$ cat config.mk
export PLATFORM = sky130hd
export DESIGN_NAME = slope_ramp_gen
export DESIGN_NICKNAME = d
export VERILOG_FILES = /design/src/rtl/slope_pkg.sv /design/src/rtl/slope_prescaler.sv /design/src/rtl/slope_plateau.sv /design/src/rtl/slope_fsm.sv /design/src/rtl/slope_drive_out.sv /design/src/rtl/slope_ramp_gen.sv
export SDC_FILE = /design/constraint.sdc
export NUM_CORES = 1
export LEC_CHECK = 0
export ABC_AREA = 0
export ABC_CLOCK_PERIOD_IN_PS = 5650
export BUFFER_PORTS_ARGS = -buffer_cell sky130_fd_sc_hd__buf_2
export CAP_MARGIN = 15
export CORE_MARGIN = 5
export CORE_UTILIZATION = 40
export CTS_BUF_LIST = sky130_fd_sc_hd__clkbuf_8
export DETAILED_ROUTE_END_ITERATION = 16
export PLACE_DENSITY = 0.67
export RECOVER_POWER = 50
export SLEW_MARGIN = 10
export SYNTH_ARGS = -nofsm -noshare
export SYNTH_HDL_FRONTEND = slang
export SYNTH_SLANG_ARGS = --single-unit
$ cat constraint.sdc
create_clock -name clk -period 5.65 [get_ports clk]
set_clock_uncertainty 0.05 [all_clocks]
set_input_delay 0.565 -clock clk [delete_from_list [all_inputs] [get_ports clk]]
set_output_delay 0.565 -clock clk [all_outputs]
set_load 0.01 [all_outputs]
$ cat src/rtl/slope_pkg.sv
package slope_pkg;

    typedef enum logic [2:0] {
        ST_IDLE,
        ST_RISE,
        ST_TOP,
        ST_FALL,
        ST_BOTTOM
    } slope_state_e;

    localparam int unsigned RAMP_BASE = 8;

    // Ramp parameter from the two-bit selector: 8, 9, 10, 11.
    function automatic logic [3:0] ramp_decode(input logic [1:0] sel);
        return 4'd8 + {2'b00, sel};
    endfunction

endpackage

$ cat src/rtl/slope_prescaler.sv
module slope_prescaler #(
    parameter int DW = 8
) (
    input  logic          clk,
    input  logic          rst_n,
    input  logic          clear,
    input  logic          run,
    input  logic [DW-1:0] div,
    output logic          tick
);
    localparam logic [DW-1:0] CNT_ONE = DW'(1);

    logic [DW-1:0] cnt;

    assign tick = run && (cnt == div);

    always_ff @(posedge clk or negedge rst_n) begin
        if (!rst_n) begin
            cnt <= '0;
        end else if (clear || !run || tick) begin
            cnt <= '0;
        end else begin
            cnt <= cnt + CNT_ONE;
        end
    end


    div_bound_chk: assert property (@(posedge clk) disable iff (!rst_n)
        run |-> (cnt <= div));

endmodule

$ cat src/rtl/slope_plateau.sv
module slope_plateau #(
    parameter int PW = 10
) (
    input  logic [3:0]    ramp_x,
    input  logic [PW-1:0] period,
    output logic [PW-1:0] plateau
);
    logic [7:0]  sq;
    logic [PW:0] both_ramps;
    logic [PW:0] per_ext;
    logic [PW:0] left;

    always_comb begin
        sq         = {4'b0000, ramp_x} * {4'b0000, ramp_x};
        both_ramps = (PW+1)'({sq, 1'b0});
        per_ext    = {1'b0, period};
        if (per_ext >= both_ramps) begin
            left = per_ext - both_ramps;
        end else begin
            left = '0;
        end
        plateau = left[PW:1];
    end

endmodule

$ cat src/rtl/slope_fsm.sv
module slope_fsm
    import slope_pkg::*;
#(
    parameter int PW = 10,
    parameter int DW = 8,
    parameter int SW = 8
) (
    input  logic          clk,
    input  logic          rst_n,
    input  logic          start,
    input  logic [3:0]    x_in,
    input  logic [PW-1:0] plat_in,
    input  logic [DW-1:0] div_in,
    input  logic [SW-1:0] steps_in,
    input  logic          swap_in,
    input  logic          tick,
    output logic          go,
    output logic          busy,
    output logic          pattern,
    output logic          swap_q,
    output logic [DW-1:0] div_q,
    output logic          done
);
    localparam logic [3:0]    X_ONE = 4'd1;
    localparam logic [PW-1:0] P_ONE = PW'(1);
    localparam logic [SW-1:0] S_ONE = SW'(1);

    slope_state_e  state;
    logic [3:0]    x_q;
    logic [3:0]    unit_cnt;
    logic [3:0]    sub_k;
    logic [PW-1:0] plat_q;
    logic [PW-1:0] plat_cnt;
    logic [SW-1:0] steps_q;
    logic [SW-1:0] step_cnt;

    logic unit_last;
    logic sub_last;
    logic plat_last;
    logic step_last;
    logic plat_empty;

    assign go         = start && (state == ST_IDLE) && (steps_in != '0);
    assign busy       = (state != ST_IDLE);
    assign unit_last  = (unit_cnt == x_q - X_ONE);
    assign sub_last   = (sub_k == x_q);
    assign plat_last  = (plat_cnt == plat_q - P_ONE);
    assign step_last  = (step_cnt == steps_q - S_ONE);
    assign plat_empty = (plat_q == '0);

    // State register and counters
    always_ff @(posedge clk or negedge rst_n) begin
        if (!rst_n) begin
            state    <= ST_IDLE;
            x_q      <= 4'd8;
            unit_cnt <= '0;
            sub_k    <= X_ONE;
            plat_q   <= '0;
            plat_cnt <= '0;
            steps_q  <= '0;
            step_cnt <= '0;
            swap_q   <= 1'b0;
            div_q    <= '0;
            done     <= 1'b0;
        end else begin
            done <= 1'b0;
            unique case (state)
                ST_IDLE: begin
                    if (go) begin
                        x_q      <= x_in;
                        plat_q   <= plat_in;
                        div_q    <= div_in;
                        steps_q  <= steps_in;
                        swap_q   <= swap_in;
                        unit_cnt <= '0;
                        sub_k    <= X_ONE;
                        plat_cnt <= '0;
                        step_cnt <= '0;
                        state    <= ST_RISE;
                    end
                end
                ST_RISE: begin
                    if (tick) begin
                        if (unit_last) begin
                            unit_cnt <= '0;
                            if (sub_last) begin
                                sub_k <= X_ONE;
                                state <= plat_empty ? ST_FALL : ST_TOP;
                            end else begin
                                sub_k <= sub_k + X_ONE;
                            end
                        end else begin
                            unit_cnt <= unit_cnt + X_ONE;
                        end
                    end
                end
                ST_TOP: begin
                    if (tick) begin
                        if (plat_last) begin
                            plat_cnt <= '0;
                            state    <= ST_FALL;
                        end else begin
                            plat_cnt <= plat_cnt + P_ONE;
                        end
                    end
                end
                ST_FALL: begin
                    if (tick) begin
                        if (unit_last) begin
                            unit_cnt <= '0;
                            if (sub_last) begin
                                sub_k <= X_ONE;
                                if (!plat_empty) begin
                                    state <= ST_BOTTOM;
                                end else if (step_last) begin
                                    state <= ST_IDLE;
                                    done  <= 1'b1;
                                end else begin
                                    step_cnt <= step_cnt + S_ONE;
                                    state    <= ST_RISE;
                                end
                            end else begin
                                sub_k <= sub_k + X_ONE;
                            end
                        end else begin
                            unit_cnt <= unit_cnt + X_ONE;
                        end
                    end
                end
                ST_BOTTOM: begin
                    if (tick) begin
                        if (plat_last) begin
                            plat_cnt <= '0;
                            if (step_last) begin
                                state <= ST_IDLE;
                                done  <= 1'b1;
                            end else begin
                                step_cnt <= step_cnt + S_ONE;
                                state    <= ST_RISE;
                            end
                        end else begin
                            plat_cnt <= plat_cnt + P_ONE;
                        end
                    end
                end
                default: state <= ST_IDLE;
            endcase
        end
    end

    // Pattern output
    always_comb begin
        unique case (state)
            ST_IDLE:   pattern = 1'b0;
            ST_RISE:   pattern = (unit_cnt < sub_k);
            ST_TOP:    pattern = 1'b1;
            ST_FALL:   pattern = (unit_cnt < (x_q - sub_k));
            ST_BOTTOM: pattern = 1'b0;
            default:   pattern = 1'b0;
        endcase
    end


    sub_range_chk: assert property (@(posedge clk) disable iff (!rst_n)
        busy |-> ((sub_k != 4'd0) && (sub_k <= x_q) && (unit_cnt < x_q)));


    top_skip_chk: assert property (@(posedge clk) disable iff (!rst_n)
        ((state == ST_FALL) && ($past(state) == ST_RISE)) |-> (plat_q == '0));


    cfg_hold_chk: assert property (@(posedge clk) disable iff (!rst_n)
        (busy && start) |=> ($stable(x_q) && $stable(plat_q) && $stable(steps_q)));


    done_pulse_chk: assert property (@(posedge clk) disable iff (!rst_n)
        done |=> !done);

endmodule

$ cat src/rtl/slope_drive_out.sv
module slope_drive_out (
    input  logic busy,
    input  logic pattern,
    input  logic swap_q,
    output logic drv_a,
    output logic drv_b
);
    always_comb begin
        if (!busy) begin
            drv_a = 1'b0;
            drv_b = 1'b0;
        end else if (swap_q) begin
            drv_a = ~pattern;
            drv_b = pattern;
        end else begin
            drv_a = pattern;
            drv_b = ~pattern;
        end
    end

endmodule

$ cat src/rtl/slope_ramp_gen.sv
module slope_ramp_gen
    import slope_pkg::*;
#(
    parameter int PW = 10,
    parameter int DW = 8,
    parameter int SW = 8
) (
    input  logic          clk,
    input  logic          rst_n,
    input  logic          start,
    input  logic [1:0]    ramp_sel,
    input  logic [PW-1:0] period,
    input  logic [DW-1:0] unit_div,
    input  logic [SW-1:0] step_count,
    input  logic          swap,
    output logic          drv_a,
    output logic          drv_b,
    output logic          busy,
    output logic          done
);
    logic [3:0]    x_in;
    logic [PW-1:0] plat_in;
    logic          go;
    logic          tick;
    logic          pattern;
    logic          swap_q;
    logic [DW-1:0] div_q;

    assign x_in = ramp_decode(ramp_sel);

    slope_plateau #(.PW(PW)) u_plateau (
        .ramp_x  (x_in),
        .period  (period),
        .plateau (plat_in)
    );

    slope_prescaler #(.DW(DW)) u_presc (
        .clk   (clk),
        .rst_n (rst_n),
        .clear (go),
        .run   (busy),
        .div   (div_q),
        .tick  (tick)
    );

    slope_fsm #(.PW(PW), .DW(DW), .SW(SW)) u_fsm (
        .clk      (clk),
        .rst_n    (rst_n),
        .start    (start),
        .x_in     (x_in),
        .plat_in  (plat_in),
        .div_in   (unit_div),
        .steps_in (step_count),
        .swap_in  (swap),
        .tick     (tick),
        .go       (go),
        .busy     (busy),
        .pattern  (pattern),
        .swap_q   (swap_q),
        .div_q    (div_q),
        .done     (done)
    );

    slope_drive_out u_drive (
        .busy    (busy),
        .pattern (pattern),
        .swap_q  (swap_q),
        .drv_a   (drv_a),
        .drv_b   (drv_b)
    );


    unit_hold_chk: assert property (@(posedge clk) disable iff (!rst_n)
        (busy && !tick) |=> ($stable(drv_a) && $stable(drv_b)));


    idle_quiet_chk: assert property (@(posedge clk) disable iff (!rst_n)
        !busy |-> (!drv_a && !drv_b));

endmodule

==> results of run 1 <==
[synthesized netlist by cell type (all sizes together), types with 3 or more instances]
cell type | count | area [um2]
xor2 | 16 | 140
ha | 23 | 288
a211oi | 3 | 27.5
nor2b | 4 | 25.0
clkbuf | 7 | 27.5
nand3 | 19 | 120
buf | 7 | 41.3
o22ai | 3 | 18.8
a31oi | 6 | 37.5
xnor2 | 34 | 298
a21o | 4 | 30.0
o21ai | 26 | 130
nor3 | 20 | 126
a21boi | 3 | 22.5
nor4 | 5 | 43.8
nand2b | 13 | 81.3
dfrtp | 66 | 1650
a21oi | 9 | 48.8
o21a | 5 | 37.5
and3 | 11 | 68.8
or2 | 3 | 18.8
o41ai | 4 | 35.0
inv | 29 | 109
nor3b | 3 | 22.5
nor2 | 44 | 165
nand2 | 92 | 345
mux2i | 9 | 90.1
nand4 | 7 | 43.8
o31ai | 7 | 52.6
[cells in the final DEF, fill, tap and decap left out, types with 3 or more instances in the layout]
cell / synthesis / layout
nor3_1: 16 / 16
nand3_2: 5 / 5
and3_1: 11 / 11
a21oi_1: 8 / 8
nor2_1: 44 / 43
nand2b_1: 13 / 13
nand3_1: 14 / 14
ha_1: 23 / 23
nor3_2: 3 / 3
dfrtp_1: 66 / 66
a21o_1: 4 / 4
o21a_1: 5 / 5
mux2i_1: 9 / 9
nor4_1: 3 / 3
nor3b_1: 3 / 3
o31ai_1: 7 / 7
nand2_1: 92 / 92
xnor2_1: 34 / 34
xor2_1: 16 / 16
o21ai_0: 21 / 22
nor2b_1: 4 / 4
o21ai_1: 5 / 4
o22ai_1: 3 / 3
nand4_1: 7 / 7
clkbuf_8: 0 / 11
buf_2: 6 / 34
inv_1: 29 / 30
o41ai_1: 4 / 4
a31oi_1: 6 / 6
[layer usage]
metal	share of wire [%]	track usage (%)	vias to the layer above
met4	0.87	3.48	0
met5	0	0	-
li1	-	-	1873
met3	4.6	3.06	11
met2	47	25.8	93
met1	47	21.9	1763
[critical path, stage by stage (launching register included)]
cell	delay, ps
dfstp_2	580
ha_1	150
inv_1	60
fa_1	540
inv_1	40
ha_1	280
o21a_1	110
o21a_1	160
o21a_1	160
o21ai_0	140
a22oi_1	100
nor2_1	210
mux2i_1	220
buf_2	150
[area by class of cell]
type,instances,area (um2)
Multi-Input combinational cell,407,2650
Sequential cell,67,1680
Timing Repair Buffer,37,185
Clock buffer,11,151
Inverter,29,109
Tap cell,140,175
Clock inverter,5,28.8
Fill cell,1061,5960
[worst max path at each step]
stage               slack [ps]           start             end  cells after the start
floorplan                 2350  u_fsm.sub_k[0]           drv_a                     12
global placement          2240  u_fsm.sub_k[0]           drv_a                     13
detailed placement        2140  u_fsm.sub_k[0]           drv_b                     13
CTS                       1740  u_fsm.sub_k[0]           drv_b                     13
global route              1150           rst_n  u_presc.cnt[5]                      2
finish                    1780  u_fsm.sub_k[0]           drv_b                     13
[report_power, final]
| group | switching (mW) | internal (mW) | leakage, nW |
|---|---|---|---|
| registers | 0.170 | 0.607 | 0.872 |
| clock network | 0.183 | 0.180 | 0.0925 |
| logic | 0.451 | 0.378 | 1.33 |
[state kept, by name, indices dropped and copies added, names as in the netlist]
signal,flops
u_fsm.sub_k,4
u_fsm.plat_q,10
u_fsm.step_cnt,8
u_fsm.steps_q,8
u_fsm.state,3
u_fsm.unit_cnt,4
u_fsm.plat_cnt,10
u_fsm.done,1
u_fsm.div_q,8
u_presc.cnt,8
u_fsm.swap_q,1
u_fsm.x_q,2
[cells by family after synthesis]
family	count (synthesis)	share of synthesized area, %
simple gates	236	26.5
mux	10	2.25
xor+xnor	51	10.2
flops	67	37.3
compound gates	86	13.0
buf+inv	43	3.94
fa+ha+maj	24	6.83
[through the flow]
stage	instances	power, mW	setup slack, ps	hold WS [ps]
3_5_place_dp	680	1.62	2140	440
2_1_floorplan	517	1.41	2350	219
4_1_cts	696	1.99	1740	350
6_report	696	1.97	1780	368
3_3_place_gp	680	1.58	2240	435
5_1_grt	696	2.15	1150	368
==> metrics.md, run 1 <==
| Metric | Value |
|---|---|
| Final instance area | 4980 um2 |
| Port bufs | 35 |
| Critical Path End Type | primary output |
| Worst Hold Path EP | u_fsm.div_q[1] |
| Max Freq | 258 MHz |
| Hold Crit Start | unit_div[1] |
| First DRT Iteration DRCs | 209 |
| GPL Wtd Cong | 0.867 |
| Die ar. | 13,500 um2 |
| Maximum VDD drop | 168 uV |
| Total congestion overflow | 0 |
| Worst endpoint required time | 5040 ps |
| Layout Nets | 607 |
| Worst Hold Class | in2reg |
| CTS Hold Bufs | 0 |
| Worst-case clock buffer depth | 2 |
| Power per Cell Area | 395 nW/um2 |
| Final Cycle Share | 68.5% |
| CTS tree | yes |
| Htree depth | 3 |
| Worst-path maximum fanout | 5 |
| Synth-to-Final Area Change | 10.5% |
| Crit start category | flip-flop |
| Count of cell types in the netlist | 67 |
| Post-route DRC | 0 |
| Status | finished, violations left |
| DIE HEIGHT | 116 um |
| Clk_lat worst skew | 350 ps |
| TritonCTS Buffers | 9 |
| Rows | 38 |
| Maxcap violations | 1 |
| Die Width | 116 um |
| Hold Vio Cnt, Final | 0 |
| Post-CTS setup buffers | 0 |
| Sink Count | 67 |
| Synth Flop Type | dfrtp_1 |
| Worst slew pin tran | 3660 ps |
| Post-cts gate resize count | 0 |
| RSZ-0062 raised after global routing | false |
| Max_slew headroom | -144% |
| Failing checks | capacitance limit, slew limit |
| Clock transition at path regs | 70 ps |
| Routed length per instance | 14.2 um |
| Top Ports | 36 |
| Sequential area share after synthesis | 37.3% |
| R2r worst-path depth | 7 |
| Worst path arrival time | 3260 ps |
| Ys Warns | 0 |
| Hold Path Cell Cnt | 3 |
| Flops & latches, synth | 67 |
| Vias in the first global route | 3,652 |
| Global Route Usage Sum | 15.8% |
| First-pass GRT wire length | 17,300 um |
| Drt first pass iters | 5 |
| DP Area | 4800 um2 |
| Synthesized net count | 573 |
| Core area | 10,900 um2 |
| Clock root cell | clkbuf_8 |
| FF-to-FF End | u_fsm.step_cnt[2] |
| EDFF count, synth | 0 |
| Asr flop ratio synth | 100% |
| R2R Setup Slk | 3030 ps |
| Synth Cell Area | 4500 um2 |
| Synth Instances | 517 |
| Vias per inst | 5.37 |
| Routed vias | 3,740 |
| Worst r2r src | u_fsm.plat_q[5] |
| Setup Viol. Count Final | 0 |
| Ant. Diodes | 0 |
| Initial antenna violation count | 0 |
| Avg Inst Size Synth | 8.71 um2 |
| Layout cells sized above 1 | 12.6% |
| Fin. max-slew vios | 68 |
| Total negative setup slack | 0 ps |
| Minimum clock period | 3870 ps |
| Post-Route WL | 9910 um |
| Largest net degree at the start of global routing | 68 |
| Post-DP HPWL | 7360 um |
| Leakage | 2.29 nW |
| Starting Density | 41.2% |
| Antenna viol nets, final | 0 |
| Critical path class | reg2out |
| Post-layout util | 45.5% |
No activity file was read; power rests on OpenSTA's default activity.
==> inputs of run 2 (changes only) <==
--- a/config.mk
+++ b/config.mk
@@ -6,14 +6,14 @@
 export NUM_CORES = 1
 export LEC_CHECK = 0
 export ABC_AREA = 0
-export ABC_CLOCK_PERIOD_IN_PS = 5650
+export ABC_CLOCK_PERIOD_IN_PS = 3330
 export BUFFER_PORTS_ARGS = -buffer_cell sky130_fd_sc_hd__buf_2
 export CAP_MARGIN = 15
 export CORE_MARGIN = 5
 export CORE_UTILIZATION = 40
 export CTS_BUF_LIST = sky130_fd_sc_hd__clkbuf_8
 export DETAILED_ROUTE_END_ITERATION = 16
-export PLACE_DENSITY = 0.67
+export PLACE_DENSITY = 0.69
 export RECOVER_POWER = 50
 export SLEW_MARGIN = 10
 export SYNTH_ARGS = -nofsm -noshare
==> constraint.sdc (replaced) <==
create_clock -name clk -period 3.33 [get_ports clk]
set_clock_uncertainty 0.05 [all_clocks]
set_input_delay 0.333 -clock clk [delete_from_list [all_inputs] [get_ports clk]]
set_output_delay 0.333 -clock clk [all_outputs]
set_load 0.01 [all_outputs]
==> run 2 against run 1 <==
Compared with the run above:
- the run ends with capacitance limit, slew limit, setup timing left
- first-iteration DRC count up 36%
- utilization up 0.82 points
- wire length up 4.5%
- count of clock-buffer cells in the layout down 1
- critical endpoint unchanged
- highest routed layer unchanged
==> metrics.md, run 2 (same netlist as run 1, synthesis figures left out) <==
| Metric | Value |
|---|---|
| Critical path class | reg2out (unchanged) |
| Global Route Usage Sum | 16.2% (was 15.8%) |
| Routed length per instance | 14.8 um (was 14.2 um) |
| Post-route DRC | 0 (unchanged) |
| Worst-path maximum fanout | 2 (was 5) |
| Final WS setup | -90.2 ps (was 1780 ps) |
| Largest net degree at the start of global routing | 48 (was 68) |
| Maxcap violations | 1 (unchanged) |
| Worst path arrival time | 3040 ps (was 3260 ps) |
| Post-layout util | 46.4% (was 45.5%) |
| Worst Hold Class | in2reg (unchanged) |
| Status | finished, violations left (unchanged) |
| Max Freq | 292 MHz |
| Biggest regs | u_fsm.plat_cnt (10), u_fsm.plat_q (10) (unchanged) |
| Maximum VDD drop | 316 uV (was 168 uV) |
| Minimum clock period | 3420 ps |
| Rows | 38 (unchanged) |
| Ant. Diodes | 0 (unchanged) |
| Finished Layout Cells | 702 (was 696) |
| Port bufs | 35 (unchanged) |
| Layout cells sized above 1 | 13.9% (was 12.6%) |
| Commonest non-fill, non-tap cell in the layout | nand2_1 (unchanged) |
| Htree depth | 3 (unchanged) |
| Hold Vio Cnt, Final | 0 (unchanged) |
| Top Ports | 36 (unchanged) |
| Initial antenna violation count | 0 (unchanged) |
| CTS tree | yes (unchanged) |
| Die ar. | 13,500 um2 (unchanged) |
| DIE HEIGHT | 116 um (unchanged) |
| Most frequent cells in the layout | nand2_1, dfrtp_1, nor2_1 (unchanged) |
| GPL Wtd Cong | 0.916 (was 0.867) |
| Failing checks | capacitance limit, slew limit, setup timing (was capacitance limit, slew limit) |
| First-pass GRT wire length | 17,800 um (was 17,300 um) |
| Power per Cell Area | 699 nW/um2 (was 395 nW/um2) |
| Post-CTS setup buffers | 0 (unchanged) |
| Clk_lat worst skew | 350 ps (about the same) |
| Worst endpoint required time | 2950 ps (was 5040 ps) |
| Crit start category | flip-flop (unchanged) |
| Total congestion overflow | 0 (unchanged) |
| Worst-case clock buffer depth | 2 (unchanged) |
| Final Cycle Share | 103% |
| Sink Count | 67 (unchanged) |
| Layout Nets | 613 (was 607) |
| Fin. max-slew vios | 48 (was 68) |
| CTS Hold Bufs | 0 (unchanged) |
| Vias in the first global route | 3,799 (was 3,652) |
| First DRT Iteration DRCs | 284 (was 209) |
| Core area | 10,900 um2 (unchanged) |
| Setup Viol. Count Final | 2 (was 0) |
| Leakage | 2.33 nW (was 2.29 nW) |
| Synth-to-Final Area Change | 12.5% (was 10.5%) |
| Critical Path End Type | primary output (unchanged) |
| Post-Route WL | 10,400 um (was 9910 um) |
| Routed vias | 3,824 (was 3,740) |
| Clock transition at path regs | 80 ps (was 70 ps) |
| Vias per inst | 5.45 (was 5.37) |
| RSZ-0062 raised after global routing | true (was false) |
| TritonCTS Buffers | 9 (unchanged) |
| Starting Density | 41.2% (unchanged) |
| Antenna viol nets, final | 0 (unchanged) |
| Drt first pass iters | 4 (was 5) |
| Die Width | 116 um (unchanged) |
| Clock root cell | clkbuf_8 (unchanged) |
| Post-DP HPWL | 7840 um (was 7360 um) |
| Worst slew pin tran | 2620 ps (was 3660 ps) |
| Placed cells | 686 (was 680) |
| Max_slew headroom | -74.8% (was -144%) |
-- run 2: changes by cell type in the layout (fill, tap and decap cells not counted), moves of 2 or more --
cell / before / now
o21ai_1: 4 / 6
bufinv_16: 0 / 2
o21ai_0: 22 / 20
inv_1: 30 / 28
buf_4: 1 / 6
-- run 2: path summary, 6_finish.rpt --
check | cells after the start | endpoint | from | slack, ps
worst max-delay path | 13 | drv_b | u_fsm.sub_k[0] | -90
worst min-delay path | 3 | u_fsm.div_q[2] | unit_div[2] | 120
worst max register to register | 9 | u_fsm.step_cnt[2] | u_fsm.x_q[1] | 690
worst min register to register | 2 | u_fsm.div_q[4] | u_fsm.div_q[4] | 460
max in group asynchronous | 2 | u_presc.cnt[3] | rst_n | 900
min in group asynchronous | 1 | u_fsm.step_cnt[5] | rst_n | 760
-- run 2: area by class of cell --
cell class / count / area, um2
clock buffers: 10 / 138
fillers: 1052 / 5870
inverters: 29 / 109
well taps: 140 / 175
multi-input cells: 407 / 2650
clock inverters: 6 / 88.8
flip-flops and latches: 67 / 1680
repair buffers: 43 / 226
-- run 2: what timing repair did --
item / CTS / global route
endpoints found under the setup margin: 2 / 2
gates resized for setup: 3 / 0
pin swaps: 3 / 1
-- run 2: layer usage --
metal,vias to the layer above,share of wire (%),global-route usage [%],wire [um]
met5,-,0,0,0
li1,1878,-,-,-
met1,1863,47,21.1,4850
met3,17,3.1,3.16,322
met4,0,1.5,4.87,155
met2,66,49,27.2,5030
-- run 2: stage by stage --
step	hold slack [ps]	cell area (um2)	total power [mW]	TNS (ps)	worst slack [ps]
after detailed placement	444	4850	2.78	0	141
after global routing	123	5070	3.83	-390	-197
after global placement	435	4850	2.70	0	182
after floorplan	-12.6	4500	2.40	0	258
after CTS	108	5080	3.57	-233	-120
final	118	5070	3.55	-155	-90.2
-- run 2: critical path, cell delays in order, from the launching register on --
cell	delay (ps)
dfstp_2	530
ha_1	150
inv_2	40
fa_1	490
inv_1	40
ha_1	280
o21a_1	100
o21a_1	160
o21a_1	160
o21ai_1	110
a22oi_1	110
nor2_2	170
mux2i_1	210
buf_2	150
-- run 2: power by group --
part | total, mW | internal [mW] | switching (mW)
clock network | 0.773 | 0.442 | 0.331
registers | 1.30 | 1.03 | 0.272
logic | 1.47 | 0.661 | 0.810
==> inputs of run 3 (changes only) <==
--- a/config.mk
+++ b/config.mk
@@ -13,6 +13,7 @@
 export CORE_UTILIZATION = 40
 export CTS_BUF_LIST = sky130_fd_sc_hd__clkbuf_8
 export DETAILED_ROUTE_END_ITERATION = 16
+export GPL_TIMING_DRIVEN = 0
 export PLACE_DENSITY = 0.69
 export RECOVER_POWER = 50
 export SLEW_MARGIN = 10
==> run 3 against run 2 <==
Compared with the run above:
- largest cell class unchanged
- largest power group unchanged
- critical path depth unchanged
- the flow finishes with violations (setup timing)
- worst setup slack worse by 51 ps
- total power increased by 1.9%
- final area rose by 1.3%
- non-clock buffer count increased by 10
- register-to-register slack improved by 90 ps
- utilization rose by 0.58 points
- hold slack hardly changed
==> metrics.md, run 3 (same netlist as run 1, synthesis figures left out) <==
| Metric | Value |
|---|---|
| TritonCTS Buffers | 9 (unchanged) |
| RSZ-0062 raised after global routing | true (unchanged) |
| Clock root cell | clkbuf_8 (unchanged) |
| Routed vias | 3,865 (was 3,824) |
| Register area | 1680 um2 (unchanged) |
| Layout Nets | 623 (was 613) |
| Commonest non-fill, non-tap cell in the layout | nand2_1 (unchanged) |
| Global Route Usage Sum | 16.9% (was 16.2%) |
| Clock group share of total power | 22.0% (was 21.8%) |
| Top Ports | 36 (unchanged) |
| Total congestion overflow | 0 (unchanged) |
| Clock transition at path regs | 80 ps (about the same) |
| Most frequent cells in the layout | nand2_1, dfrtp_1, nor2_1 (unchanged) |
| Htree depth | 3 (unchanged) |
| Leakage | 2.35 nW (was 2.33 nW) |
| Global routing's busiest layer | met2 (unchanged) |
| Comb pwr share | 42.1% (was 41.5%) |
| Max Freq | 288 MHz (was 292 MHz) |
| Critical Path End Type | primary output (unchanged) |
| Sink Count | 67 (unchanged) |
| Crit start category | flip-flop (unchanged) |
| Biggest regs | u_fsm.plat_cnt (10), u_fsm.plat_q (10) (unchanged) |
| Maxcap violations | 0 (was 1) |
| Die Width | 116 um (unchanged) |
| Initial antenna violation count | 0 (unchanged) |
| Vias per inst | 5.43 (was 5.45) |
| Worst endpoint required time | 2950 ps (about the same) |
| Status | finished, violations left (unchanged) |
| Antenna viol nets, final | 0 (unchanged) |
| Met3 Use GR | 3.63% (was 3.16%) |
| Sw Ratio | 39.6% (was 39.8%) |
| Multi-input logic area | 2660 um2 (was 2650 um2) |
| Failing checks | setup timing (was capacitance limit, slew limit, setup timing) |
| Drt first pass iters | 5 (was 4) |
| Internal power | 2.18 mW (was 2.13 mW) |
| Post-Route WL | 10,700 um (was 10,400 um) |
| Post-layout util | 46.9% (was 46.4%) |
| Final Hold Slack | 118 ps (about the same) |
| Fin. max-slew vios | 0 (was 48) |
| Clk_lat worst skew | 350 ps (about the same) |
| Final Cycle Share | 104% (was 103%) |
| Share of power burned in registers | 36.0% (was 36.7%) |
| Port bufs | 35 (unchanged) |
| Largest net degree at the start of global routing | 46 (was 48) |
| Ant. Diodes | 0 (unchanged) |
| Max_slew headroom | 18.9% (was -74.8%) |
| Worst slack at placement | 3.85 ps (was 141 ps) |
| Switch Pwr | 1.43 mW (was 1.41 mW) |
| Layout fillers | 1,082 (was 1,052) |
| Die ar. | 13,500 um2 (unchanged) |
| DIE HEIGHT | 116 um (unchanged) |
| CTS tree | yes (unchanged) |
| Met1 Usage GRT | 23.0% (was 21.1%) |
| First DRT Iteration DRCs | 315 (was 284) |
| Worst path arrival time | 3090 ps (was 3040 ps) |
| Rows | 38 (unchanged) |
| Minimum clock period | 3470 ps (was 3420 ps) |
| Post-route DRC | 0 (unchanged) |
| Critical path class | reg2out (unchanged) |
| First-pass GRT wire length | 18,500 um (was 17,800 um) |
| Final WS setup | -141 ps (was -90.2 ps) |
| Worst-case clock buffer depth | 2 (unchanged) |
| Routed length per instance | 15.0 um (was 14.8 um) |
| Hold Vio Cnt, Final | 0 (unchanged) |
| Post-DP HPWL | 8280 um (was 7840 um) |
| Worst-path maximum fanout | 2 (unchanged) |
| Power per Cell Area | 704 nW/um2 (was 699 nW/um2) |
| Synth-to-Final Area Change | 13.9% (was 12.5%) |
| Setup Viol. Count Final | 2 (unchanged) |
| Worst slew pin tran | 1220 ps (was 2620 ps) |
| GPL Wtd Cong | 0.863 (was 0.916) |
| Maximum VDD drop | 339 uV (was 316 uV) |
| Starting Density | 41.2% (unchanged) |
| R2r worst-path depth | 6 (was 9) |
| Hold Path Cell Cnt | 3 (unchanged) |
| Layout cells sized above 1 | 14.5% (was 13.9%) |
| Met2 GRT Util | 27.5% (was 27.2%) |
| Worst Hold Class | in2reg (unchanged) |
| Core area | 10,900 um2 (unchanged) |
| Vias in the first global route | 3,894 (was 3,799) |
[run 3: area by class of cell]
cell class,count,area share (%)
buffer,14,1.34
clock buffer,11,2.95
clock inverter,5,1.63
inverter,29,2.12
multi-input combinational,407,51.9
sequential,67,32.7
tap,140,3.41
timing repair buffer,39,3.95
[run 3: timing repair]
action	in CTS	in global routing
setup buffers	2	0
resized for setup	5	1
hold buffers	1	0
endpoints found under the hold margin	21	0
pin swaps	6	2
setup endpoints to repair	2	2
[run 3: worst paths after layout]
path / from / to / slack [ps]
min in group asynchronous: rst_n / u_fsm.sub_k[1] / 710
worst max register to register: u_fsm.state[0] / u_fsm.plat_q[8] / 780
max in group asynchronous: rst_n / u_fsm.state[1] / 780
worst min register to register: u_fsm.div_q[7] / u_fsm.div_q[7] / 460
worst min-delay path: unit_div[6] / u_fsm.div_q[6] / 120
worst max-delay path: u_fsm.sub_k[0] / drv_b / -140
[run 3: critical path: stages, from the launching register on]
cell	delay (ps)
dfstp_2	560
ha_4	130
inv_2	30
fa_1	480
inv_1	50
ha_1	260
o21a_1	100
o21a_1	170
o21a_1	170
o21ai_1	130
a22oi_1	110
nor2_2	150
mux2i_1	250
buf_2	170
[run 3: power groups by stage]
| stage | combinational, mW | sequential (mW) | clock, mW |
|---|---|---|---|
| 6_report | 1.52 | 1.30 | 0.793 |
| 5_1_grt | 1.73 | 1.33 | 0.847 |
| 4_1_cts | 1.54 | 1.30 | 0.818 |
| 3_5_place_dp | 1.48 | 1.31 | 0 |
| 3_3_place_gp | 1.41 | 1.30 | 0 |
| 2_1_floorplan | 1.16 | 1.24 | 0 |
[run 3: metrics by stage]
step | instance area [um2] | TNS, ps | std cells | power, mW
final | 5130 | -281 | 712 | 3.61
after floorplan | 4500 | 0 | 517 | 2.40
after global routing | 5130 | -552 | 712 | 3.91
after global placement | 4850 | 0 | 692 | 2.72
after CTS | 5160 | -474 | 712 | 3.65
after detailed placement | 4880 | 0 | 693 | 2.80
[run 3: per-layer routing]
metal	vias to the layer above	part of all wire, %
li1	1905	-
met1	1876	46
met2	71	49
met3	13	4.1
met4	0	1.4
met5	-	0
